File: config.mk
export PLATFORM = sky130hd
export DESIGN_NAME = rws_top
export DESIGN_NICKNAME = d
export VERILOG_FILES = /design/src/rtl/rws_pkg.sv /design/src/rtl/rws_rst_cell.sv /design/src/rtl/rws_timer.sv /design/src/rtl/rws_pd_ctrl.sv /design/src/rtl/rws_top.sv
export SDC_FILE = /design/constraint.sdc
export NUM_CORES = 1
export LEC_CHECK = 0
export CAP_MARGIN = 40
export CORE_MARGIN = 2
export CORE_UTILIZATION = 35
export CTS_CLUSTER_DIAMETER = 50
export DETAILED_ROUTE_END_ITERATION = 6
export PLACE_DENSITY = 0.66
export SYNTH_ARGS = -nofsm -noshare
export SYNTH_HDL_FRONTEND = slang
export SYNTH_SLANG_ARGS = --single-unit
File: constraint.sdc
create_clock -name clk_i -period 5.15 [get_ports clk_i]
set_clock_uncertainty 0.2 [all_clocks]
set_input_delay 1.03 -clock clk_i [delete_from_list [all_inputs] [get_ports clk_i]]
set_output_delay 1.03 -clock clk_i [all_outputs]
set_load 0.01 [all_outputs]
File: src/rtl/rws_pkg.sv
package rws_pkg;
  localparam int unsigned RST_SRC_N = 5;
  typedef enum logic [2:0] {
    SRC_POR = 3'd0,
    SRC_BOR = 3'd1,
    SRC_EXT = 3'd2,
    SRC_WDT = 3'd3,
    SRC_OSC = 3'd4
  } rst_src_e;
endpackage

File: src/rtl/rws_rst_cell.sv
// Async assert, two-flop synchronous release.
module rws_rst_cell (
  input  logic clk_i,
  input  logic arst_i,
  output logic rel_o
);
  logic [1:0] sync_q;

  always_ff @(posedge clk_i or posedge arst_i) begin
    if (arst_i) sync_q <= 2'b00;
    else        sync_q <= {sync_q[0], 1'b1};
  end

  assign rel_o = sync_q[1];

  assert_hold_rst_R1: assert property (@(posedge clk_i) arst_i |=> !rel_o);
endmodule

File: src/rtl/rws_timer.sv
module rws_timer #(
  parameter int unsigned TC = 3
) (
  input  logic clk_i,
  input  logic rst_i,
  input  logic clr_i,
  input  logic en_i,
  output logic done_o
);
  localparam int unsigned W = (TC < 2) ? 1 : $clog2(TC + 1);

  logic [W-1:0] cnt_q;

  assign done_o = (cnt_q == W'(TC));

  always_ff @(posedge clk_i or posedge rst_i) begin
    if (rst_i)                 cnt_q <= '0;
    else if (clr_i)            cnt_q <= '0;
    else if (en_i && !done_o)  cnt_q <= cnt_q + W'(1);
  end

  assert_no_overflow_R4: assert property (@(posedge clk_i) disable iff (rst_i)
    cnt_q <= W'(TC));
  assert_done_sticky_R3: assert property (@(posedge clk_i) disable iff (rst_i)
    done_o && !clr_i |=> done_o);
endmodule

File: src/rtl/rws_pd_ctrl.sv
module rws_pd_ctrl #(
  parameter int unsigned NUM_WAKE = 12
) (
  input  logic                clk_i,
  input  logic                rst_i,
  input  logic                pd_req_i,
  input  logic                granted_i,
  input  logic [NUM_WAKE-1:0] wake_i,
  output logic                pd_o
);
  logic any_wake;
  assign any_wake = |wake_i;

  always_ff @(posedge clk_i or posedge rst_i) begin
    if (rst_i)      pd_o <= 1'b0;
    else if (pd_o)  pd_o <= !any_wake;
    else            pd_o <= pd_req_i && granted_i;
  end

  assert_pd_early_ignored_R8: assert property (@(posedge clk_i) disable iff (rst_i)
    !pd_o && !granted_i |=> !pd_o);
  assert_pd_hold_R9: assert property (@(posedge clk_i) disable iff (rst_i)
    pd_o && !any_wake |=> pd_o);
endmodule

File: src/rtl/rws_top.sv
module rws_top
  import rws_pkg::*;
#(
  parameter int unsigned CPU_TC   = 3,
  parameter int unsigned MEM_TC   = 511,
  parameter int unsigned INIT_LEN = 250,
  parameter int unsigned NUM_WAKE = 12,
  parameter int unsigned ADDR_W   = 32
) (
  input  logic                clk_i,
  input  logic                rst_ni,
  input  logic                bor_rst_i,
  input  logic                ext_rst_i,
  input  logic                wdt_rst_i,
  input  logic                osc_stable_i,
  input  logic [NUM_WAKE-1:0] wake_req_i,
  input  logic                pd_req_i,
  input  logic                mem_req_i,
  output logic                sys_rst_o,
  output logic                cpu_run_o,
  output logic                mem_init_o,
  output logic                mem_grant_o,
  output logic                mem_wait_o,
  output logic [ADDR_W-1:0]   fetch_addr_o
);
  localparam logic [ADDR_W-1:0] WORD_STEP = ADDR_W'(4);

  logic [RST_SRC_N-1:0] src_req;
  logic [RST_SRC_N-1:0] src_rel;

  always_comb begin
    src_req          = '0;
    src_req[SRC_POR] = !rst_ni;
    src_req[SRC_BOR] = bor_rst_i;
    src_req[SRC_EXT] = ext_rst_i;
    src_req[SRC_WDT] = wdt_rst_i;
    src_req[SRC_OSC] = !osc_stable_i;
  end

  for (genvar g = 0; g < RST_SRC_N; g++) begin : g_sync
    rws_rst_cell u_cell (
      .clk_i  (clk_i),
      .arst_i (src_req[g]),
      .rel_o  (src_rel[g])
    );
  end

  assign sys_rst_o = !(&src_rel);

  logic pd_q;
  logic mem_done;
  logic init_done;

  rws_pd_ctrl #(.NUM_WAKE(NUM_WAKE)) u_pd (
    .clk_i     (clk_i),
    .rst_i     (sys_rst_o),
    .pd_req_i  (pd_req_i),
    .granted_i (init_done),
    .wake_i    (wake_req_i),
    .pd_o      (pd_q)
  );

  rws_timer #(.TC(CPU_TC)) u_cpu_tmr (
    .clk_i  (clk_i),
    .rst_i  (sys_rst_o),
    .clr_i  (pd_q),
    .en_i   (1'b1),
    .done_o (cpu_run_o)
  );

  rws_timer #(.TC(MEM_TC)) u_mem_tmr (
    .clk_i  (clk_i),
    .rst_i  (sys_rst_o),
    .clr_i  (pd_q),
    .en_i   (1'b1),
    .done_o (mem_done)
  );

  rws_timer #(.TC(INIT_LEN)) u_init_tmr (
    .clk_i  (clk_i),
    .rst_i  (sys_rst_o),
    .clr_i  (pd_q),
    .en_i   (mem_done),
    .done_o (init_done)
  );

  assign mem_init_o  = mem_done && !init_done;
  assign mem_grant_o = init_done;
  assign mem_wait_o  = mem_req_i && !init_done;

  logic accept;
  assign accept = mem_req_i && cpu_run_o && init_done;

  always_ff @(posedge clk_i or posedge sys_rst_o) begin
    if (sys_rst_o)   fetch_addr_o <= '0;
    else if (accept) fetch_addr_o <= fetch_addr_o + WORD_STEP;
  end

  assert_grant_after_init_R5: assert property (@(posedge clk_i) disable iff (sys_rst_o)
    $rose(mem_grant_o) |-> $past(mem_init_o));
  assert_fetch_step_R7: assert property (@(posedge clk_i) disable iff (sys_rst_o)
    accept |=> fetch_addr_o == $past(fetch_addr_o) + WORD_STEP);
  assert_fetch_hold_R7: assert property (@(posedge clk_i) disable iff (sys_rst_o)
    !accept |=> $stable(fetch_addr_o));

  if (CPU_TC < MEM_TC) begin : g_order
    assert_cpu_before_mem_R4: assert property (@(posedge clk_i) disable iff (sys_rst_o)
      mem_init_o |-> cpu_run_o);
  end
endmodule

After elaboration in Yosys (flattened, before gate mapping):

Index checks and enable logic that the tools add are counted.

* equal/unequal tests: 5
* add/subtract/negate cells: 4
* mux-type cells: 7
* reduce and logical (&&, ||, !) cells: 11

Operator list (number)
* 32-bit by 3-bit adder with 32-bit output, second input constant: 1
* 9-bit two-way mux: 2
* 8-bit two-way mux: 2
* 12-bit OR reduction: 1
* 9-bit by 1-bit adder with 9-bit output, second input constant: 1
* 9-bit == test, second input constant: 1
* 8-bit by 1-bit adder with 8-bit output, second input constant: 1
* 8-bit == test, second input constant: 1
* 1-bit logical AND: 5
* 5-bit AND reduction: 1
* 2-bit two-way mux: 2
* 1-bit zero test: 3
* 2-bit by 1-bit adder with 2-bit output, second input constant: 1
* 2-bit == test, second input constant: 1
* 2-bit by 1-bit != test with 1-bit output, second input constant: 1
* 2-bit != test, second input constant: 1
* 2-bit nonzero test: 1
* 1-bit two-way mux: 1

* output and inout bits: 37
* register bits: 62

Longest topological paths before layout:

Gate-level depths: netlist of the first run.

* word-level depth: 5
* gate-level depth with buffers: 9
* gate-level depth less buffers: 8

Cells and area by module:

Synthesis of the first run repeated with hierarchy kept, for this count alone.

* cells, all modules: 267
* area total of the unflattened synthesis: 2899.0 um^2

Modules (own cells, without submodules)
* rws_top: cells an instance 134, seq. area each 750.7 um^2, times used 1, area an instance 1503.9 um^2
* rws_timer at u_mem_tmr: cells an instance 47, seq. area each 225.2 um^2, times used 1, area an instance 466.7 um^2
* rws_timer at u_init_tmr: cells an instance 46, seq. area each 200.2 um^2, times used 1, area an instance 432.9 um^2
* rws_rst_cell: cells an instance 4, seq. area each 50.0 um^2, times used 5, area an instance 57.6 um^2
* rws_timer at u_cpu_tmr: cells an instance 11, seq. area each 50.0 um^2, times used 1, area an instance 127.6 um^2
* rws_pd_ctrl: cells an instance 9, seq. area each 25.0 um^2, times used 1, area an instance 80.1 um^2

Worst setup path before layout of the first run:

No wires, ideal clock.

* path type: register to output
* from: register u_mem_tmr.cnt_q[0]
* to: output mem_init_o
* stages on the path, launching flop included: 8
* data required time: 3.920 ns
* setup slack: 2.457 ns
* arrival: 1.463 ns
* buffers on the path: 1
* cells stage by stage: dfrtp_1 > ha_1 > nand3_1 > nor2_1 > ha_1 > clkbuf_1 > o21ai_0 > inv_1

* longest elaborated chain between the ends: 2

Ends and longest elaborated chain
* start: declaration: line rws_timer.sv:12 `logic [W-1:0] cnt_q;`
* start signal: assignment: line rws_timer.sv:19 `else if (en_i && !done_o) cnt_q <= cnt_q + W'(1);`
* 9-bit == test: line rws_timer.sv:14 `assign done_o = (cnt_q == W'(TC));`
* 1-bit logical AND: line rws_top.sv:87 `assign mem_init_o = mem_done && !init_done;`
* end: declaration: line rws_top.sv:21 `output logic mem_init_o,`

Every way passes these cells.

Worst setup path in the final report of the first run:

Ends and elaborated chain as after synthesis.

==> metrics.md, run 1 <==
| Metric | Value |
|---|---|
| Status | `completed` |
| Diodes inserted | `0` |
| Post-synthesis adder-cell area fraction | `2.76%` |
| Seq cells post-synth | `60` |
| HPWL after DPL | `3820 um` |
| Max_slew headroom | `51.2%` |
| Core area | `7650 sq um` |
| CTS buffer count | `9` |
| Final hold vios | `0` |
| Setup Crit Path Kind | `flip-flop to primary output` |
| Simple-gate area share of the yosys netlist | `22.3%` |
| Leak | `1.51 nW` |
| Die height | `92.2 um` |
| Htree depth | `3` |
| YS warnings | `0` |
| Critical path endpoint category | `primary output` |
| Std cell rows | `32` |
| # clock sinks | `60` |
| Multi-input gate area | `1160 sq um` |
| Measured slew at the worst slew-check pin | `0.726 ns` |
| Register area | `1500 sq um` |
| CP Max Fanout | `11` |
| Post-synth cell types | `33` |
| RePlAce Congestion | `0.740` |
| Vias in the first global route | `1,955` |
| Maximum buffer depth of the clock tree | `2` |
| RSZ-0062 raised after global routing | `no` |
| Arrival time of the worst setup path | `2.43 ns` |
| Layout cells sized above 1 | `9.12%` |
| Filler cells | `703` |
| P per Cell Area | `252 nW/um^2` |
| Worst R2R Start | `u_mem_tmr.cnt_q[0]` |
| DR vias | `1,995` |
| Fmax | `273 MHz` |
| Total wire length after detailed routing | `5260 um` |
| First-pass GRT wire length | `9320 um` |
| Layout Nets | `340` |
| Seq/Total Area, Yosys | `55.2%` |
| I/O pin count | `57` |
| Mapped Area | `2720 sq um` |
| Clock period minus worst slack | `3.66 ns` |
| Hold_buf cts | `0` |
| CTS tree | `yes` |
| Die X | `92.2 um` |
| CTS resizes | `0` |
| Post-Syn Area per Cell | `11.0 sq um` |
| CP Launch Type | `flip-flop` |
| Most common cell after layout, fill and taps aside | `dfrtp_1` |
| Critical Path RT | `3.92 ns` |
| Post-DR vias/cell | `4.75` |
| DIE AREA | `8500 sq um` |
| Residual DRC count | `0` |
| Commonest non-fill, non-tap cells in the layout | `dfrtp_1, clkdlybuf4s50_1, xnor2_1` |
| Post-CTS Setup Bufs | `0` |
| Routed len/inst | `12.5 um` |
| Largest family of logic cells by synthesized area | `simple AND/OR/NAND/NOR gates` |
| Pin count of the biggest net entering global routing | `40` |
| Mux contribution to synthesized area | `1.52%` |
| Remaining global-route overflow | `0` |
| Antenna Nets Post-Route | `0` |
| Synth-to-layout area growth | `32.3%` |
| Final TNS setup | `0 ns` |
| Slew Limit Fails | `0` |
| Tcrit/Tclk final | `71.1%` |
| Syn Inst Count | `248` |
| DRT iter0 DRCs | `52` |
| All-Layer GR Usage | `13.8%` |
| Initial antenna violation count | `0` |
| XOR/XNOR Fraction of Synth Area | `12.8%` |
| Starting Density | `35.6%` |
| Hold Path Class | `flip-flop to async pin` |
| Synth Area in Compound Gates | `2.48%` |
| Endpoints failing setup | `0` |
| Worst Setup SP | `u_mem_tmr.cnt_q[0]` |
| TritonRoute pass-1 iters | `4` |
| Clk_lat worst skew | `0.33 ns` |
| Total power draw | `907 uW` |
| Clock slew at reported path FFs | `0.07 ns` |
| Peak VDD IR | `141 uV` |
| FF-to-FF path depth | `7` |
| Count of max-cap constraint violations | `0` |
| Root Buffer | `clkbuf_8` |
| PortBufs | `54` |
-- where the power goes --
group	internal, mW	switching (mW)	leakage, nW
registers	0.476	0.000807	0.767
logic	0.0148	0.00815	0.646
clock network	0.231	0.177	0.0979
total	0.721	0.186	1.51
-- kinds of logic after synthesis --
| kind of cell | count (synthesis) |
|---|---|
| DFF | 60 |
| and+or+nand+nor | 107 |
| AOI/OAI and AO/OA | 13 |
| muxes | 4 |
| other | 2 |
| xor gates and xnor gates | 39 |
| adders and majority gates | 6 |
| buffers and inverters | 17 |
-- cell usage after synthesis (all sizes together) --
cell type  instances  area [sq um]
nand4             21           146
a21oi              6          30.0
mux2i              3          30.0
nand2             17          63.8
or3                5          31.3
a211oi             1          7.51
inv                9          33.8
or4                2          22.5
nor4               5          43.8
nand3             18          90.1
conb               2          7.51
and3b              1          8.76
buf                4          25.0
xor2               9          78.8
and3               6          37.5
or2                1          8.76
ha                 6          75.1
clkbuf             4          15.0
dfrtp             60          1500
mux2               1          11.3
xnor2             30           270
nand3b             1          7.51
nor2b              1          6.26
nor3               6          35.0
nor2              19          71.3
nand4b             3          26.3
o21ai              6          30.0
and2               1          6.26
-- layer usage --
metal | up-vias | GRT usage (%) | part of all wire, %
met2 | 32 | 20.7 | 46
li1 | 988 | - | -
met3 | 10 | 2.63 | 2.8
met4 | 0 | 7.21 | 2.5
met1 | 965 | 19.1 | 49
met5 | - | 0 | 0
-- final timing paths --
path | end | slack (ns)
min | fetch_addr_o[9] | 0.06
min in group clk_i | g_sync[3].u_cell.sync_q[1] | 0.15
min reg2reg | fetch_addr_o[9] | 0.06
max reg2reg | u_init_tmr.cnt_q[5] | 2.93
max in group asynchronous | g_sync[4].u_cell.sync_q[1] | 3.97
max | mem_init_o | 1.49
-- final cells by class --
class	instances	area share, %
Sequential cell	60	41.7
Multi-Input combinational cell	176	32.3
Timing Repair Buffer	58	16.2
Clock buffer	10	3.82
Tap cell	102	3.54
Clock inverter	5	1.46
Inverter	9	0.938
-- stage by stage --
stage	hold slack (ns)	instance area, sq um	std cells	utilization (%)	setup slack [ns]
6_report	0.0619	3600	420	47.1	1.49
5_1_grt	0.121	3600	420	47.1	1.29
4_1_cts	0.0830	3600	420	47.1	1.48
3_5_place_dp	0.0788	3410	405	44.6	1.77
3_3_place_gp	0.132	3380	402	44.1	1.78
2_1_floorplan	0.131	2740	253	-	2.46
-- worst max-delay path: stages (launching register included) --
cell and delay (ns):
dfrtp_1 0.39, ha_1 0.19, nand3_1 0.09, nor2_1 0.10
ha_1 0.39, o21ai_0 0.24, inv_1 0.13, clkdlybuf4s50_1 0.57
-- flip-flops by register name (all words and copies together), names as in the netlist --
| register | cells |
|---|---|
| u_cpu_tmr.cnt_q | 2 |
| u_mem_tmr.cnt_q | 9 |
| fetch_addr_o | 30 |
| u_init_tmr.cnt_q | 8 |
| u_pd.pd_o | 1 |
| g_sync.u_cell.sync_q | 10 |
(Power assumes the default switching activity.)
==> run 2: changes to the inputs <==
==> constraint.sdc (replaced) <==
create_clock -name clk_i -period 3.7 [get_ports clk_i]
set_clock_uncertainty 0.2 [all_clocks]
set_input_delay 0.74 -clock clk_i [delete_from_list [all_inputs] [get_ports clk_i]]
set_output_delay 0.74 -clock clk_i [all_outputs]
set_load 0.01 [all_outputs]
==> metrics.md, run 2 (synthesized netlist as in run 1, its figures left out) <==
| Metric | Value |
|---|---|
| Starting Density | `35.6%` |
| Synth-to-layout area growth | `31.5%` |
| Filler cells | `701` |
| Antenna Nets Post-Route | `0` |
| TritonRoute pass-1 iters | `4` |
| Measured slew at the worst slew-check pin | `0.718 ns` |
| Root Buffer | `clkbuf_8` |
| Pin count of the biggest net entering global routing | `28` |
| Most common cell after layout, fill and taps aside | `dfrtp_1` |
| # clock sinks | `60` |
| Htree depth | `3` |
| Critical Path RT | `2.76 ns` |
| Worst Setup SP | `u_mem_tmr.cnt_q[0]` |
| Metal-1 WL | `2510 um` |
| CTS buffer count | `9` |
| Worst setup path end | `mem_init_o` |
| Tcrit/Tclk final | `89.1%` |
| First-pass GRT wire length | `8860 um` |
| Endpoints failing setup | `0` |
| DRT iter0 DRCs | `69` |
| Remaining global-route overflow | `0` |
| R2R setup slack | `1.48 ns` |
| Die height | `92.2 um` |
| All-Layer GR Usage | `13.0%` |
| Wire length on met2 | `2430 um` |
| Total wire length after detailed routing | `5210 um` |
| Slew Limit Fails | `0` |
| Final worst slack | `0.403 ns` |
| RSZ-0062 raised after global routing | `no` |
| Arrival time of the worst setup path | `2.36 ns` |
| P per Cell Area | `337 nW/um^2` |
| Hold_buf cts | `0` |
| CTS tree | `yes` |
| Layout Nets | `340` |
| I/O pin count | `57` |
| Final TNS setup | `0 ns` |
| WHS Path Cells | `0` |
| Hold Path Class | `flip-flop to flip-flop` |
| Total power draw | `1.21 mW` |
| CTS resizes | `0` |
| RePlAce Congestion | `0.752` |
| Post-CTS Setup Bufs | `0` |
| DR vias | `1,990` |
| Status | `completed` |
| Largest register FFs | `30` |
| Placed cells | `405` |
| Routed length on met3 | `178 um` |
| CP Launch Type | `flip-flop` |
| Worst R2R Start | `u_mem_tmr.cnt_q[0]` |
| Dpl ws | `0.754 ns` |
| Clock slew at reported path FFs | `0.06 ns` |
| Leak | `1.50 nW` |
| Maximum buffer depth of the clock tree | `2` |
| CP Max Fanout | `11` |
| Vias in the first global route | `1,981` |
| Clk_lat worst skew | `0.32 ns` |
| Critical path endpoint category | `primary output` |
| Highest routed layer | `met4` |
| FF-to-FF path depth | `7` |
| Setup Crit Path Kind | `flip-flop to primary output` |
| Initial antenna violation count | `0` |
| Top reg by flops | `fetch_addr_o` |
| Std cell rows | `32` |
| Non-filler instance count after layout | `420` |
| Die X | `92.2 um` |
| Commonest non-fill, non-tap cells in the layout | `dfrtp_1, clkdlybuf4s50_1, xnor2_1` |
| Final hold vios | `0` |
| Core area | `7650 sq um` |
| Count of max-cap constraint violations | `0` |
| Largest regs | `fetch_addr_o (30), g_sync.u_cell.sync_q (10), u_mem_tmr.cnt_q (9)` |
| DIE AREA | `8500 sq um` |
| Max_slew headroom | `51.7%` |
| Diodes inserted | `0` |
| Peak VDD IR | `209 uV` |
| Routed len/inst | `12.4 um` |
| Fmax | `303 MHz` |
| HPWL after DPL | `3730 um` |
| Post-DR vias/cell | `4.74` |
| R2r endpoint | `u_init_tmr.cnt_q[7]` |
| Clock period minus worst slack | `3.30 ns` |
| PortBufs | `54` |
| Layout cells sized above 1 | `8.49%` |
| Residual DRC count | `0` |
-- run 2: cell types whose count changed in the layout (fill, tap and decap cells not counted), sizes merged --
| cell | previous run | this run |
|---|---|---|
| bufinv | 1 | 0 |
| clkbuf | 10 | 13 |
| clkinv | 3 | 2 |
| clkinvlp | 1 | 0 |
-- run 2: final cells by class --
cell class	count	area [sq um]	area share (%)
sequential	60	1500	41.9
multi-input combinational	176	1160	32.5
timing repair buffer	58	583	16.3
clock buffer	13	159	4.44
tap	102	128	3.57
inverter	9	33.8	0.944
clock inverter	2	10.0	0.280
-- run 2: worst max-delay path, stage by stage, from the launching register on --
cell	delay [ns]
dfrtp_1	0.38
ha_1	0.19
nand3_1	0.08
nor2_1	0.10
ha_1	0.39
o21ai_0	0.22
inv_1	0.11
clkdlybuf4s50_1	0.57
-- run 2: worst min-delay path by stage --
| stage | startpoint | endpoint | slack (ns) |
|---|---|---|---|
| 4_1_cts | g_sync[1].u_cell.sync_q[0] | g_sync[1].u_cell.sync_q[1] | 0.15 |
| 3_3_place_gp | g_sync[3].u_cell.sync_q[0] | g_sync[3].u_cell.sync_q[1] | 0.13 |
| 6_report | g_sync[0].u_cell.sync_q[0] | g_sync[0].u_cell.sync_q[1] | 0.15 |
| 5_1_grt | g_sync[1].u_cell.sync_q[0] | g_sync[1].u_cell.sync_q[1] | 0.16 |
| 2_1_floorplan | g_sync[0].u_cell.sync_q[0] | g_sync[0].u_cell.sync_q[1] | 0.13 |
| 3_5_place_dp | g_sync[1].u_cell.sync_q[0] | g_sync[1].u_cell.sync_q[1] | 0.13 |
-- run 2: per-stage QoR --
step	util [%]	area, sq um	hold WS (ns)
finish	46.8	3580	0.147
detailed placement	44.6	3410	0.135
floorplan	-	2740	0.131
global route	46.8	3580	0.159
global placement	44.3	3390	0.132
CTS	46.8	3580	0.149
-- run 2: per-layer routing --
layer / global-route usage (%) / up-vias
met5: 0 / -
met4: 6.34 / 0
met3: 2.88 / 8
met2: 20.5 / 34
met1: 17.0 / 962
li1: - / 986
-- run 2: power breakdown --
group          switching, mW  internal [mW]  leakage, nW
Clock                  0.237          0.274       0.0893
Combinational         0.0114         0.0206        0.646
Sequential           0.00114          0.662        0.767
